[src/rtl/atp_pkg.sv]
package atp_pkg;
  localparam int unsigned ST_W    = 128;
  localparam int unsigned WORD_W  = 32;
  localparam int unsigned N_WORDS = ST_W / WORD_W;
  localparam int unsigned Q_W     = $clog2(N_WORDS);
  localparam int unsigned GEN_W   = 8;

  localparam logic [ST_W-1:0] TAP_MASK =
    (ST_W'(1) << 127) | (ST_W'(1) << 125) | (ST_W'(1) << 100) | (ST_W'(1) << 98);

  // One Fibonacci step: shift left, feed parity of tapped bits into bit 0.
  function automatic logic [ST_W-1:0] lfsr_advance(input logic [ST_W-1:0] s);
    return {s[ST_W-2:0], ^(s & TAP_MASK)};
  endfunction

  // Seed word placed at its quarter of the state.
  function automatic logic [ST_W-1:0] place_word(input logic [WORD_W-1:0] w,
                                                 input logic [Q_W-1:0] q);
    return ST_W'(w) << (int'(q) * WORD_W);
  endfunction
endpackage

[src/rtl/atp_timebase.sv]
module atp_timebase #(
  parameter int DIV_W = 3,
  parameter int PER_W = 3
) (
  input  logic             clk,
  input  logic             rst_n,
  input  logic             any_en,
  input  logic             sel_wr,
  input  logic [DIV_W-1:0] sel_wdata,
  input  logic [PER_W-1:0] period,
  output logic [DIV_W-1:0] div_sel,
  output logic             pre_tick,
  output logic             pat_tick
);
  localparam int CNT_W = (1 << DIV_W) - 1 + (1 << PER_W) - 1;
  localparam int GD_W  = (1 << DIV_W) + 1;

  logic [CNT_W-1:0] cnt_q;
  logic [GD_W-1:0]  guard_q;
  logic             en_q;
  logic             sel_ok;

  // True when the low k bits of c are all ones (k = CNT_W gives the full mask).
  function automatic logic low_ones(input logic [CNT_W-1:0] c, input int k);
    logic [CNT_W-1:0] m;
    m = (CNT_W'(1) << k) - CNT_W'(1);
    return (c & m) == m;
  endfunction

  assign pre_tick = any_en && low_ones(cnt_q, int'(div_sel));
  assign pat_tick = any_en && low_ones(cnt_q, int'(div_sel) + int'(period));
  assign sel_ok   = !any_en && !en_q && (guard_q == '0);

  always_ff @(posedge clk or negedge rst_n) begin
    if (!rst_n) begin
      cnt_q   <= '0;
      en_q    <= 1'b0;
      guard_q <= '0;
      div_sel <= '0;
    end else begin
      cnt_q <= any_en ? cnt_q + CNT_W'(1) : '0;
      en_q  <= any_en;
      if (en_q && !any_en)
        guard_q <= GD_W'(1) << ({1'b0, div_sel} + 4'd1);
      else if (guard_q != '0)
        guard_q <= guard_q - GD_W'(1);
      if (sel_wr && sel_ok)
        div_sel <= sel_wdata;
    end
  end

  // divider select frozen while any channel is (or just was) enabled
  a_r7_sel_locked: assert property (@(posedge clk) disable iff (!rst_n)
    (any_en || en_q) |=> $stable(div_sel));

  // a pattern advance always coincides with a prescaled tick
  a_r4_pat_on_tick: assert property (@(posedge clk) disable iff (!rst_n)
    pat_tick |-> pre_tick);
endmodule

[src/rtl/atp_prng.sv]
module atp_prng
  import atp_pkg::*;
(
  input  logic              clk,
  input  logic              rst_n,
  input  logic              any_en,
  input  logic              seed_wr,
  input  logic [WORD_W-1:0] seed_word,
  input  logic              step,
  output logic [ST_W-1:0]   state,
  output logic              busy,
  output logic              init
);
  logic [WORD_W-1:0] pend_q;
  logic [Q_W-1:0]    q_idx;
  logic              absorb;
  logic [ST_W-1:0]   stepped;
  logic              last_quarter;

  assign absorb       = busy;
  assign stepped      = step ? lfsr_advance(state) : state;
  assign last_quarter = (q_idx == Q_W'(N_WORDS - 1));

  always_ff @(posedge clk or negedge rst_n) begin
    if (!rst_n) begin
      state  <= '0;
      pend_q <= '0;
      busy   <= 1'b0;
      q_idx  <= '0;
      init   <= 1'b0;
    end else begin
      busy <= seed_wr;
      if (seed_wr) pend_q <= seed_word;
      state <= absorb ? (stepped ^ place_word(pend_q, q_idx)) : stepped;
      if (!any_en) begin
        q_idx <= '0;
        init  <= 1'b0;
      end else if (absorb) begin
        q_idx <= q_idx + Q_W'(1);
        if (last_quarter) init <= 1'b1;
      end
    end
  end

  // busy lasts one cycle unless a new word follows
  a_r2_busy_single: assert property (@(posedge clk) disable iff (!rst_n)
    (busy && !seed_wr) |=> !busy);

  // disabling all channels drops the initialized flag
  a_r3_init_clear: assert property (@(posedge clk) disable iff (!rst_n)
    !any_en |=> !init);

  // the flag only rises on an absorption edge
  a_r3_init_on_absorb: assert property (@(posedge clk) disable iff (!rst_n)
    $rose(init) |-> $past(busy));

  // state never advances before initialization without a seed word
  a_r4_no_step_uninit: assert property (@(posedge clk) disable iff (!rst_n)
    (!init && !busy) |=> $stable(state));
endmodule

[src/rtl/atp_compare.sv]
module atp_compare #(
  parameter int NCH   = 8,
  parameter int SEL_W = 3
) (
  input  logic                 clk,
  input  logic                 rst_n,
  input  logic [NCH-1:0]       en,
  input  logic                 share,
  input  logic [NCH*SEL_W-1:0] sel,
  input  logic [NCH-1:0]       pat,
  input  logic [NCH-1:0]       tin,
  input  logic                 pre_tick,
  input  logic                 step,
  input  logic                 init,
  output logic [NCH-1:0]       evt
);
  logic [NCH-1:0] expect_v;
  logic           armed_q;
  logic           compare;

  for (genvar k = 0; k < NCH; k++) begin : g_map
    logic [SEL_W-1:0] idx;
    assign idx         = sel[k*SEL_W +: SEL_W];
    assign expect_v[k] = share ? ((int'(idx) < NCH) ? pat[idx] : 1'b0) : pat[k];
  end

  assign compare = armed_q && pre_tick && init;

  always_ff @(posedge clk or negedge rst_n) begin
    if (!rst_n) begin
      armed_q <= 1'b0;
      evt     <= '0;
    end else begin
      if (!init)         armed_q <= 1'b0;
      else if (step)     armed_q <= 1'b1;
      else if (pre_tick) armed_q <= 1'b0;
      evt <= compare ? ((tin ^ expect_v) & en) : '0;
    end
  end

  // no event unless the generator was initialized
  a_r9_evt_needs_init: assert property (@(posedge clk) disable iff (!rst_n)
    (|evt) |-> $past(init));

  // events only on channels that were enabled
  a_r9_evt_enabled: assert property (@(posedge clk) disable iff (!rst_n)
    (|evt) |-> ((evt & ~$past(en)) == '0));
endmodule

[src/rtl/atp_pattern_gen.sv]
module atp_pattern_gen
  import atp_pkg::*;
#(
  parameter  int NCH   = 8,
  parameter  int DIV_W = 3,
  parameter  int PER_W = 3,
  localparam int SEL_W = $clog2(NCH)
) (
  input  logic                 clk,
  input  logic                 rst_n,
  input  logic [NCH-1:0]       tamper_en,
  input  logic                 seed_wr,
  input  logic [WORD_W-1:0]    seed_word,
  input  logic                 div_wr,
  input  logic [DIV_W-1:0]     div_wdata,
  input  logic [PER_W-1:0]     period_sel,
  input  logic                 share_en,
  input  logic [NCH*SEL_W-1:0] share_sel,
  input  logic [NCH-1:0]       tamp_in,
  output logic [NCH-1:0]       tamp_out,
  output logic [DIV_W-1:0]     div_sel,
  output logic                 seed_busy,
  output logic                 init_done,
  output logic [GEN_W-1:0]     gen_value,
  output logic [NCH-1:0]       tamper_evt
);
  logic            any_en;
  logic            pre_tick;
  logic            pat_tick;
  logic            step_fire;
  logic [ST_W-1:0] state;

  assign any_en    = |tamper_en;
  assign step_fire = pat_tick & init_done;
  assign tamp_out  = state[NCH-1:0] & tamper_en;
  assign gen_value = state[GEN_W-1:0];

  atp_timebase #(.DIV_W(DIV_W), .PER_W(PER_W)) u_tb (
    .clk(clk), .rst_n(rst_n), .any_en(any_en),
    .sel_wr(div_wr), .sel_wdata(div_wdata), .period(period_sel),
    .div_sel(div_sel), .pre_tick(pre_tick), .pat_tick(pat_tick));

  atp_prng u_gen (
    .clk(clk), .rst_n(rst_n), .any_en(any_en),
    .seed_wr(seed_wr), .seed_word(seed_word), .step(step_fire),
    .state(state), .busy(seed_busy), .init(init_done));

  atp_compare #(.NCH(NCH), .SEL_W(SEL_W)) u_cmp (
    .clk(clk), .rst_n(rst_n), .en(tamper_en), .share(share_en),
    .sel(share_sel), .pat(tamp_out), .tin(tamp_in),
    .pre_tick(pre_tick), .step(step_fire), .init(init_done),
    .evt(tamper_evt));

  // disabled channels never drive a one
  a_r6_out_masked: assert property (@(posedge clk) disable iff (!rst_n)
    (tamp_out & ~tamper_en) == '0);
endmodule

[config.mk]
export PLATFORM = sky130hd
export DESIGN_NAME = atp_pattern_gen
export DESIGN_NICKNAME = d
export VERILOG_FILES = /design/src/rtl/atp_pkg.sv /design/src/rtl/atp_timebase.sv /design/src/rtl/atp_prng.sv /design/src/rtl/atp_compare.sv /design/src/rtl/atp_pattern_gen.sv
export SDC_FILE = /design/constraint.sdc
export NUM_CORES = 1
export LEC_CHECK = 0
export ABC_CLOCK_PERIOD_IN_PS = 5350
export BUFFER_PORTS_ARGS = -buffer_cell sky130_fd_sc_hd__buf_2
export CAP_MARGIN = 20
export CORE_MARGIN = 2
export CORE_UTILIZATION = 60
export DETAILED_ROUTE_END_ITERATION = 12
export PLACE_DENSITY = 0.81
export SLEW_MARGIN = 15
export SYNTH_ARGS = -nofsm -noshare
export SYNTH_HDL_FRONTEND = slang
export SYNTH_HIERARCHICAL = 1
export SYNTH_SLANG_ARGS = --single-unit
[constraint.sdc]
create_clock -name clk -period 5.35 [get_ports clk]
set_input_delay 0.535 -clock clk [delete_from_list [all_inputs] [get_ports clk]]
set_output_delay 0.535 -clock clk [all_outputs]
set_load 0.03 [all_outputs]
# Word level (Yosys, flattened, before mapping)
# Index checks and enable logic that the tools add are counted.
# totals
in_bits,83
output_inout_bits,29
wordCells,97
register_bits,200
# op_classes
reduce_logical,16
muxes,38
n_eq_ne,6
bitwise_logic,7
shifts,4
addsub,7
order_cmp,8
# ops
operator,count
$mux 128,2
$reduce_xor 128->1,1
$shl 32x7->128,1
$xor 128x128->128,1
$lt 3x4->1 const B,8
$shl 1x32->14 const A,1
$and 14x14->14,2
$eq 14x14->1,2
$sub 14x2->14 const B,2
$bmux 1 s3,8
$mux 1,22
$mux 9,2
$and 8x8->8,2
$add 14x1->14 const B,1
$mux 14,1
$shl 1x3->14 const A,1
$logic_not 9->1,1
$reduce_bool 9->1,1
$shl 1x4->9 const A,1
$sub 9x1->9 const B,1
$logic_and 1x1->1,8
$mux 8,1
$reduce_or 8->1,1
$xor 8x8->8,1
11 further kinds,14

# Depth between registers and ports, before layout
# logic_depth
depth_word,10
mapped_depth,20
depth_no_buf,16

# Cells and area by module
# Netlist, hierarchy kept.
# by_module_without_submodules
mod,seq_area_each_um2,cells_each,area_per_inst_um2,n_inst
atp_prng,4103.9,630,7783.7,1
atp_timebase,675.6,221,1966.9,1
atp_compare,225.2,89,1054.8,1
atp_pattern_gen,0.0,12,73.8,1

# Least setup slack after synthesis
# OpenSTA, ideal clock, no wires.
# synth_path
path_kind,flip-flop to flip-flop
start,register u_tb.div_sel[0]
end,register u_gen.state[100]
arrival_time_ps,4247
required_ps,5271
n_path_buf,5
period_less_slack_ps,4326
setup_ps,79
path_slack_ps,1024
path_stages_with_launch,20
path_cell_list,dfrtp_1 > ha_1 > inv_1 > fa_1 > clkbuf_1 > nor2b_1 > nand3_1 > ha_1 > clkbuf_1 > nor4_1 > mux2_2 > o31ai_1 > o2111ai_1 > nor4_2 > and2_1 > buf_2 > buf_6 > buf_2 > mux2i_1 > xor2_1
# synth_between
elab_chain_len,10
# synth_lines
item,line_no,source
start: declaration,atp_timebase.sv:11,"output logic [DIV_W-1:0] div_sel,"
start signal: assignment,atp_timebase.sv:48,div_sel <= sel_wdata;
$add 3x3->4 *,atp_timebase.sv:31,"assign pat_tick = any_en && low_ones(cnt_q, int'(div_sel) + int'(period));"
$shl 1x32->14 *,atp_timebase.sv:26,m = (CNT_W'(1) << k) - CNT_W'(1);
$sub 14x2->14 *,atp_timebase.sv:26,
$and 14x14->14,atp_timebase.sv:27,return (c & m) == m;
$eq 14x14->1 *,atp_timebase.sv:27,
$logic_and 1x1->1 *,atp_timebase.sv:31,
via pat_tick,atp_pattern_gen.sv:29,logic pat_tick;
$and 1x1->1 *,atp_pattern_gen.sv:34,assign step_fire = pat_tick & init_done;
via step_fire,atp_pattern_gen.sv:30,logic step_fire;
$mux 128 *,atp_prng.sv:21,assign stepped = step ? lfsr_advance(state) : state;
$xor 128x128->128,atp_prng.sv:34,"state <= absorb ? (stepped ^ place_word(pend_q, q_idx)) : stepped;"
$mux 128 *,atp_prng.sv:34,
end signal: assignment,atp_prng.sv:34,
end: declaration,atp_prng.sv:10,"output logic [ST_W-1:0] state,"
# Mark *: on every way through the listed nets, which the timed path passes. The rest lies on a longest branch.
# A chain may end at the register's enable or synchronous reset.

# Final worst setup path
# layout_path
start,register u_tb.div_sel[1]
end,register u_gen.state[15]
# The elaborated chain is that of the path after synthesis.

==> results.tsv <==
stage	metric	value	unit
layout	Multi-input gate area	0.00553	mm^2
clock_tree	Inserted Clock Buffers	17	
logic_synthesis	synth top area cells	dfrtp_1, mux2i_1, xor2_1	
logic_synthesis	Distinct cells, synth	66	
clock_tree	hold_buf cts	0	
layout	layout cells sized above 1	19.7	%
timing	Slew HR	32.9	%
logic_synthesis	Mapped Cells	952	
timing	setup violators final	0	
logic_synthesis	Cell Area, Synth	0.0109	mm^2
route	Max Used Layer	met4	
route	Final ANT Viol Nets	0	
critical_path	r2r startpoint	u_tb/div_sel[1]	
power	Peak supply drop	0.000274	V
logic_synthesis	synth warn	6	
critical_path	Critical Path RT	5.69	ns
route	DR WL met2	10.7	mm
critical_path	Register-to-Register Setup Slack	0.52	ns
logic_synthesis	largest family of logic cells by synthesized area	multiplexers	
route	First DRT Iteration DRCs	457	
layout	Fillers	1364	
floorplan	die area	0.0192	mm^2
floorplan	Top Ports	112	
clock_tree	CTS Buffer Depth	2	
grt	vias in the first global route	7275	
floorplan	Row Count	49	
clock_tree	post-cts resize count	0	
timing	FMAX	207	MHz
route	via density per instance	5.66	
critical_path	Worst EP arrival	5.17	ns
floorplan	Starting Density	60.8	%
floorplan	core area	0.0179	mm^2
route	met3 WL	727	um
grt	overall routing resource usage	23.3	%
logic_synthesis	syn nets	1045	
critical_path	Worst Path Max Fanout	36	
logic_synthesis	Post-synth EDFFs	0	
logic_synthesis	Synth Area in Adders	1.22	%
logic_synthesis	area leader, netlist	dfrtp_1	
grt	first-pass GRT wire length	36.9	mm
floorplan	die height	139	um
layout	commonest non-fill, non-tap cells in the layout	dfrtp_1, mux2i_1, xor2_1, nand2_1, buf_2	
logic_synthesis	Seq/Total Area, Yosys	46.0	%
placement	port bufs	111	
timing	Final min period	4.83	ns
critical_path	Startpoint Class	flip-flop	
timing	hold_ws	0.142	ns
critical_path	Worst Setup End Kind	flip-flop	
hold_path	Min-Delay Path Class	primary input to async pin	
clock_tree	htree depth	4	
critical_path	worst reg2reg path depth	15	
clock_tree	CTS clk-pin slew, worst paths	0.06	ns
floorplan	Die X-Extent	139	um
clock_tree	Post-CTS Setup Repair Bufs	0	
route	vias	7281	
layout	layout net count	1138	
logic_synthesis	fraction of registers with async set/reset	100	%
logic_synthesis	Post-Synth XOR/XNOR Area	12.1	%
logic_synthesis	mean post-synth cell area	11.4	um^2
grt	GRT Residual Overflow	0	
clock_tree	Clock Latency Late Sink	0.43	ns
logic_synthesis	Post-Synth Simple-Gate Area	11.9	%
power	Pwr per Cell Area	453	mW/mm^2
layout	most common cell after layout, fill and taps aside	dfrtp_1	
run_status	outcome	complete, no violations	
logic_synthesis	mux share of post-synthesis cell area	19.7	%
power	static leakage	4.71	nW
logic_synthesis	post-synth top area share	46.0	%
grt	largest net degree at the start of global routing	111	
power	power consumption	5.49	mW
route	routed length per instance	17.1	um
route	1st-pass router iterations	7	
layout	register area	0.00500	mm^2
timing	setup_tns	0	ns
timing	fin. max-slew vios	0	
placement	Detailed Place HPWL	14.6	mm
timing	Final Hold Viols	0	
logic_synthesis	Synth Area in Compound Gates	5.89	%
clock_tree	clock root buffer	clkbuf_16	
critical_path	reg2reg end	u_gen/state[15]	
timing	Final Cycle Share	90.3	%
clock_tree	Sink Count	200	
route	M1 wire length	10.2	mm
job	max_cap viols	0	
grt	initial antenna violation count	1	
clock_tree	TritonCTS clock tree	done	
route	DRC	0	
timing	clock skew	0.00755	ns
route	final WL	22.0	mm
critical_path	critical path class	flip-flop to flip-flop	
logic_synthesis	ys flop type	dfrtp_1	
timing	Slew @ Worst Pin	1.01	ns
logic_synthesis	Seq cells post-synth	200	
timing	RSZ-0062 raised after global routing	no	
layout	area grow syn2layout	11.4	%
placement	RD Place Congestion	0.927	
==> cell usage after synthesis (all sizes together) (6+ instances only) <==
cell and count:
nand2b 6, o22ai 6, dfrtp 200, clkbuf 10
a21oi 17, nor2b 11, mux2i 137, and3 6
nand3 11, o21ai 14, a211o 10, mux2 33
and2 24, o211ai 9, xnor2 19, xor2 131
buf 36, nor2 21, inv 15, nand2 160
mux4 16, ha 9
==> critical path, stage by stage (launching register included) <==
cell      delay [ns]
dfrtp_1         0.46
inv_1           0.16
fa_1            0.52
nand2b_1        0.26
o21ai_1         0.42
nand3_1         0.14
ha_1            0.36
inv_1           0.16
o21ai_0         0.10
a221o_1         0.30
a32o_1          0.23
nor4_2          0.20
and2_4          0.59
buf_12          0.33
mux2i_1         0.28
xor2_1          0.19
==> registers in the layout, indices dropped and copies added (netlist names) <==
register / cells
u_gen/q_idx: 2
u_tb/en_q: 1
u_tb/guard_q: 9
u_gen/state: 128
u_tb/cnt_q: 14
u_gen/init: 1
u_cmp/armed_q: 1
u_cmp/evt: 8
u_tb/div_sel: 3
u_gen/pend_q: 32
u_gen/busy: 1
==> how the worst max path moves through the flow <==
stage	start	endpoint	slack, ns	cells after the start
6_report	u_tb/div_sel[1]	u_gen/state[15]	0.52	15
5_1_grt	u_tb/div_sel[1]	u_gen/state[59]	0.17	15
4_1_cts	u_tb/div_sel[1]	u_gen/state[15]	0.57	15
3_5_place_dp	period_sel[0]	u_gen/state[73]	0.41	17
3_3_place_gp	period_sel[0]	u_gen/state[80]	0.47	17
2_1_floorplan	u_tb/div_sel[0]	u_gen/state[100]	1.02	19
==> report_power, final <==
part / switching (mW) / internal, mW / total (mW)
Combinational: 0.931 / 0.765 / 1.70
Clock: 0.530 / 0.687 / 1.22
Sequential: 0.463 / 2.11 / 2.57
==> per-layer routing <==
metal,vias up,track usage [%]
met2,137,37.5
li1,3486,-
met1,3621,32.9
met4,0,6.75
met5,-,0
met3,37,4.25
==> cells by family after synthesis <==
family | count (synthesis)
muxes | 186
AOI/OAI and AO/OA | 84
buffers and inverters | 61
xor gates and xnor gates | 150
and+or+nand+nor | 261
DFF | 200
adders and majority gates | 10
==> final cells by class <==
type | instances | area share, %
antenna | 1 | 0.0206
clock buffer | 24 | 4.06
clock inverter | 6 | 0.547
inverter | 15 | 0.464
multi-input combinational | 691 | 45.6
sequential | 200 | 41.3
tap | 229 | 2.36
timing repair buffer | 120 | 5.62
==> per-stage QoR <==
step | instance area, um^2 | cells | setup WS, ns | utilization, %
final | 12100 | 1286 | 0.519 | 67.7
after global routing | 12100 | 1286 | 0.167 | 67.7
after CTS | 12100 | 1285 | 0.573 | 67.7
after detailed placement | 11600 | 1255 | 0.411 | 64.6
after global placement | 11600 | 1255 | 0.474 | 64.6
after floorplan | 10900 | 952 | 1.02 | -
(Power assumes the default switching activity.)
